$ cat src/rtl/frame_len_xor_check.sv
module frame_len_xor_check #(
  parameter int DW  = 8,
  parameter int CW  = 11,
  parameter int HDR = 4
) (
  input  logic          clk,
  input  logic          rst_n,
  input  logic          byte_vld,
  input  logic [DW-1:0] byte_in,
  input  logic          frm_start,
  input  logic          frm_end,
  output logic          fld_vld,
  output logic [2:0]    fld_type,
  output logic          cksum_err,
  output logic          size_err
);
  localparam logic [CW-1:0] CMAX = '1;
  localparam logic [2:0]    TDAT = 3'd4;
  localparam logic [2:0]    TCHK = 3'd5;

  logic [CW-1:0] cnt_q, exp_q;
  logic [DW-1:0] acc_q;

  wire [CW-1:0] cnt_b = frm_start ? '0 : cnt_q;
  wire [CW-1:0] exp_b = frm_start ? CW'(HDR) : exp_q;
  wire [DW-1:0] acc_b = frm_start ? '0 : acc_q;

  wire          at_chk  = (cnt_b == exp_b);
  wire [2:0]    typ     = (cnt_b < CW'(HDR)) ? 3'(cnt_b) : (at_chk ? TCHK : TDAT);
  wire [CW-1:0] exp_new = (CW'(byte_in) + CW'(1)) * CW'(HDR);

  wire [CW-1:0] cnt_n = !byte_vld ? cnt_b : (cnt_b == CMAX ? cnt_b : cnt_b + CW'(1));
  wire [CW-1:0] exp_n = (byte_vld && cnt_b == '0) ? exp_new : exp_b;
  wire [DW-1:0] acc_n = byte_vld ? acc_b ^ byte_in : acc_b;

  always_ff @(posedge clk or negedge rst_n) begin
    if (!rst_n) begin
      cnt_q     <= '0;
      exp_q     <= CW'(HDR);
      acc_q     <= '0;
      fld_vld   <= 1'b0;
      fld_type  <= 3'd0;
      cksum_err <= 1'b0;
      size_err  <= 1'b0;
    end else begin
      cnt_q     <= cnt_n;
      exp_q     <= exp_n;
      acc_q     <= acc_n;
      fld_vld   <= byte_vld;
      fld_type  <= byte_vld ? typ : 3'd0;
      cksum_err <= byte_vld && at_chk && (byte_in != acc_b);
      size_err  <= frm_end && (cnt_n != exp_n + CW'(1));
    end
  end

  AST_NO_START_END: assert property (@(posedge clk) disable iff (!rst_n)
    !(frm_start && frm_end));
  AST_TYPE_RANGE: assert property (@(posedge clk) disable iff (!rst_n)
    fld_type <= TCHK);
  AST_IDLE_TYPE: assert property (@(posedge clk) disable iff (!rst_n)
    !fld_vld |-> fld_type == 3'd0);
  AST_CKERR_ON_CHK: assert property (@(posedge clk) disable iff (!rst_n)
    cksum_err |-> fld_vld && fld_type == TCHK);
  AST_FIRST_IS_SIZE: assert property (@(posedge clk) disable iff (!rst_n)
    frm_start && byte_vld |=> fld_vld && fld_type == 3'd0);
  AST_SIZE_AFTER_END: assert property (@(posedge clk) disable iff (!rst_n)
    size_err |-> $past(frm_end));
  AST_NO_OVERFLOW: assert property (@(posedge clk) disable iff (!rst_n)
    cnt_q == CMAX && !frm_start |=> cnt_q == CMAX);
endmodule

$ cat config.mk
export PLATFORM = sky130hd
export DESIGN_NAME = frame_len_xor_check
export DESIGN_NICKNAME = d
export VERILOG_FILES = /design/src/rtl/frame_len_xor_check.sv
export SDC_FILE = /design/constraint.sdc
export NUM_CORES = 1
export LEC_CHECK = 0
export ABC_AREA = 1
export BUFFER_PORTS_ARGS = -buffer_cell sky130_fd_sc_hd__buf_2
export CAP_MARGIN = 10
export CORE_MARGIN = 2
export CORE_UTILIZATION = 60
export CTS_CLUSTER_SIZE = 24
export DETAILED_ROUTE_END_ITERATION = 8
export PLACE_DENSITY = 0.76
export SYNTH_ARGS = -nofsm -noshare
export SYNTH_HDL_FRONTEND = slang
export SYNTH_SLANG_ARGS = --single-unit
$ cat constraint.sdc
create_clock -name clk -period 3 [get_ports clk]
set_input_delay 0.75 -clock clk [delete_from_list [all_inputs] [get_ports clk]]
set_output_delay 0.75 -clock clk [all_outputs]
set_load 0.05 [all_outputs]
==> implementation parameters <==
Parameter                              Value

Timing
  Peak Freq ... 369 MHz
  Least-Margin Pin Slew ... 0.848 ns
  Max-slew violation total from the final report ... 0
  Final setup vio count ... 0
  Relative slew slack ... 43.5%
  Count of endpoints failing hold in the final timing report ... 0
  Final worst clock skew ... 0.00819 ns
  Final critical-path share of the clock period ... 90.2%
  Unrepaired setup endpoints after global routing ... no
  Post-layout min period ... 2.71 ns
  Final total negative setup slack ... 0 ns

Global route
  Maximum number of pins on one net before global-route repair ... 37
  Initial antenna violation count ... 0
  Global route total overflow ... 0
  Global-route wire length before repair ... 12,500 um
  Via count of the first global-routing pass ... 2,704
  Total routing usage reported by global routing ... 31.0%

Worst setup path
  Type of the worst setup path ... input port to flop
  Startpoint of the most critical register-to-register path ... cnt_q[1]
  Cell mode on critical path ... sky130_fd_sc_hd__nand2_1
  Element type at the critical path end ... flop
  CP cell instances ... buf_2 > inv_2 > nand2_1 > buf_4 > ha_1 > nand2_1 > nor2_8 > nand3_2 > nand2_1 > inv_1 > ha_1 > nand3_2 > nor2_1 > nand2_1 > nand2_1 > nand2_1 > a21oi_1 > nand3_1 > nor2_1 > nor2_1
  Endpoint arrival time on the critical path ... 2.90 ns
  Slowest stage delay, CP ... 0.20 ns
  Required time at the worst-slack endpoint ... 3.19 ns
  Top fanout value on the critical path ... 4
  Critical-path cell with the highest stage delay ... sky130_fd_sc_hd__ha_1
  Kind of launch point of the worst setup path ... input port
  Startpoint of the worst setup timing path ... frm_start

Cells and area
  Synthesis-to-layout area growth ... 15.3%
  Core occupancy in the finished layout ... 71.0%
  Footprint of the flip-flops and latches ... 902 um^2
  Share of layout cells above drive strength 1 ... 18.9%
  Post-route insts no fill ... 531
  Number of nets at the end of the flow ... 493
  Most frequent cells in the layout ... sky130_fd_sc_hd__nand2_1, sky130_fd_sc_hd__inv_1, sky130_fd_sc_hd__nand3_1
  Number of filler cells placed in the layout ... 415
  Final instance area ... 3310 um^2
  Number of antenna diodes ... 0
  Multi-input gate area ... 1690 um^2
  Most common cell after layout, fill and taps aside ... sky130_fd_sc_hd__nand2_1

Yosys
  Synthesized flop and latch total ... 36
  Cell area after synthesis ... 2870 um^2
  Instance count of the mapped netlist ... 434
  Average instance area after synthesis ... 6.62 um^2
  Share of synthesized area occupied by flip-flops and latches ... 31.4%
  Top cell type's share of synthesized area ... 30.5%
  Synthesis Warnings ... 0
  Area leader, netlist ... sky130_fd_sc_hd__dfrtp_1
  Biggest area contributors in the synthesized netlist ... sky130_fd_sc_hd__dfrtp_1, sky130_fd_sc_hd__nand2_1, sky130_fd_sc_hd__nand3_1, sky130_fd_sc_hd__inv_1, sky130_fd_sc_hd__nor2_1
  Number of distinct library cell variants in the gate-level netlist after synthesis ... 36
  Share of flip-flops with an asynchronous set or reset after synthesis ... 100%
  Total nets after synthesis ... 451
  Post-synth EDFFs ... 0
  Most common flop cell mapped by yosys ... sky130_fd_sc_hd__dfrtp_1

Min path
  Hold_sp ... acc_q[4]
  Min-delay worst type ... flop to flop

Power
  P per Cell Area ... 428 nW/um^2
  IR drop worst, VDD ... 0.390 mV
  Total power draw ... 0.00142 W
  Leakage power of the design ... 1.91 nW

Clock network
  CTS Hold Bufs ... 0
  Clock tree from TritonCTS ... built
  Clock network latency to the later pin of the worst-skew pair ... 0.29 ns
  Post-CTS setup repair buffer count ... 0
  Num CTS Buffers ... 5
  Number of sinks on the clock net ... 36
  Total of cells resized after clock tree synthesis ... 0
  Post-CTS clock slew at the launch and capture registers of the worst setup and hold paths ... 0.07 ns
  Max Buffers Root-to-Sink ... 2
  Root buf cell ... sky130_fd_sc_hd__clkbuf_8
  CTS H-Tree Depth ... 2

Flow run
  Max_cap viols ... 0

Routing
  Initial DRC count ... 251
  Post-route ant nets ... 0
  DRT Pass-1 Iters ... 5
  Residual DRC ... 0
  Vias ... 2,874
  Wire length per cell after detailed routing ... 14.1 um
  Total wire length after detailed routing ... 7470 um
  Average via count per standard cell ... 5.41

Floorplan
  Vert. Die Dim ... 73.2 um
  Die ar. ... 5360 um^2
  Count of standard-cell rows ... 25
  Die Span X ... 73.2 um
  Count of boundary I/O pins ... 19
  Starting Density ... 61.6%
  Std-Cell Core Area ... 4660 um^2

Placed design
  DP Wirelength ... 5940 um
  Cell area after placement ... 3180 um^2
  Number of buffers added on ports ... 18
  Routability Congestion ... 0.918
  Total placed cells including tap cells ... 523

Outcome
  Run status ... finished clean
[where the power goes]
part	internal, W	switching (W)	leakage (nW)
sequential	0.000526	0.0000259	0.467
clock	0.000293	0.000181	0.0645
combinational	0.000131	0.000259	1.38
[worst max-delay path, delay by kind of cell]
kind                       cells  cell delay, ns
AOI/OAI and AO/OA              1            0.11
adders and majority gates      2            0.39
buffers and inverters          4            0.43
and+or+nand+nor               13            1.21
[flip-flops by register name, indices dropped and copies added, names as in the netlist]
signal and cells:
acc_q 8, cksum_err 1, cnt_q 11, exp_q 11, fld_type 3, fld_vld 1
size_err 1
[layout make-up]
| class | instances | share of cell area [%] |
|---|---|---|
| Clock buffer | 7 | 2.91 |
| Clock inverter | 1 | 0.907 |
| Inverter | 62 | 7.03 |
| Multi-Input combinational cell | 328 | 51.1 |
| Sequential cell | 36 | 27.2 |
| Tap cell | 54 | 2.04 |
| Timing Repair Buffer | 43 | 8.77 |
[Yosys cell counts, types with 6 or more instances]
cell and count:
sky130_fd_sc_hd__dfrtp_1 35, sky130_fd_sc_hd__nand2_2 10, sky130_fd_sc_hd__nand4_1 8, sky130_fd_sc_hd__nand3_1 45
sky130_fd_sc_hd__inv_1 57, sky130_fd_sc_hd__xor2_1 15, sky130_fd_sc_hd__nor3_1 6, sky130_fd_sc_hd__nor2_1 36
sky130_fd_sc_hd__o21ai_0 14, sky130_fd_sc_hd__nor2_2 6, sky130_fd_sc_hd__nand2_4 9, sky130_fd_sc_hd__nand2_1 148
[stage by stage]
stage | hold slack, ns | setup WS [ns]
after floorplan | 0.454 | 0.0530
after global placement | 0.496 | 0.0989
after detailed placement | 0.505 | 0.0306
after CTS | 0.525 | 0.339
after global routing | 0.544 | 0.0524
final | 0.528 | 0.293
[kinds of logic after synthesis]
family	synth area share, %
AO/OA/AOI/OAI	6.58
XOR/XNOR	5.19
adder cells (fa/ha/maj)	1.74
buffers and inverters	9.76
flip-flops	31.4
AND/OR/NAND/NOR	45.3
[per-layer routing]
layer  share of wire [%]  vias up  global-route usage, %  routed length [um]
li1                    -     1449                      -                   -
met1                  44     1322                   40.7                3260
met2                  49       96                   53.6                3670
met3                 6.3        7                   4.28                 469
met4                0.95        0                   8.02                  71
met5                   0        -                      0                   0
[path summary, 6_finish.rpt]
| kind | endpoint | slack [ns] | cells past startpoint |
|---|---|---|---|
| hold / removal | acc_q[4] | 0.53 | 2 |
| hold reg to reg | acc_q[4] | 0.53 | 2 |
| max in group asynchronous | exp_q[10] | 1.91 | 1 |
| min in group asynchronous | cnt_q[1] | 0.56 | 1 |
| setup reg to reg | size_err | 0.43 | 19 |
| setup / recovery | size_err | 0.29 | 20 |
(Power assumes the default switching activity.)
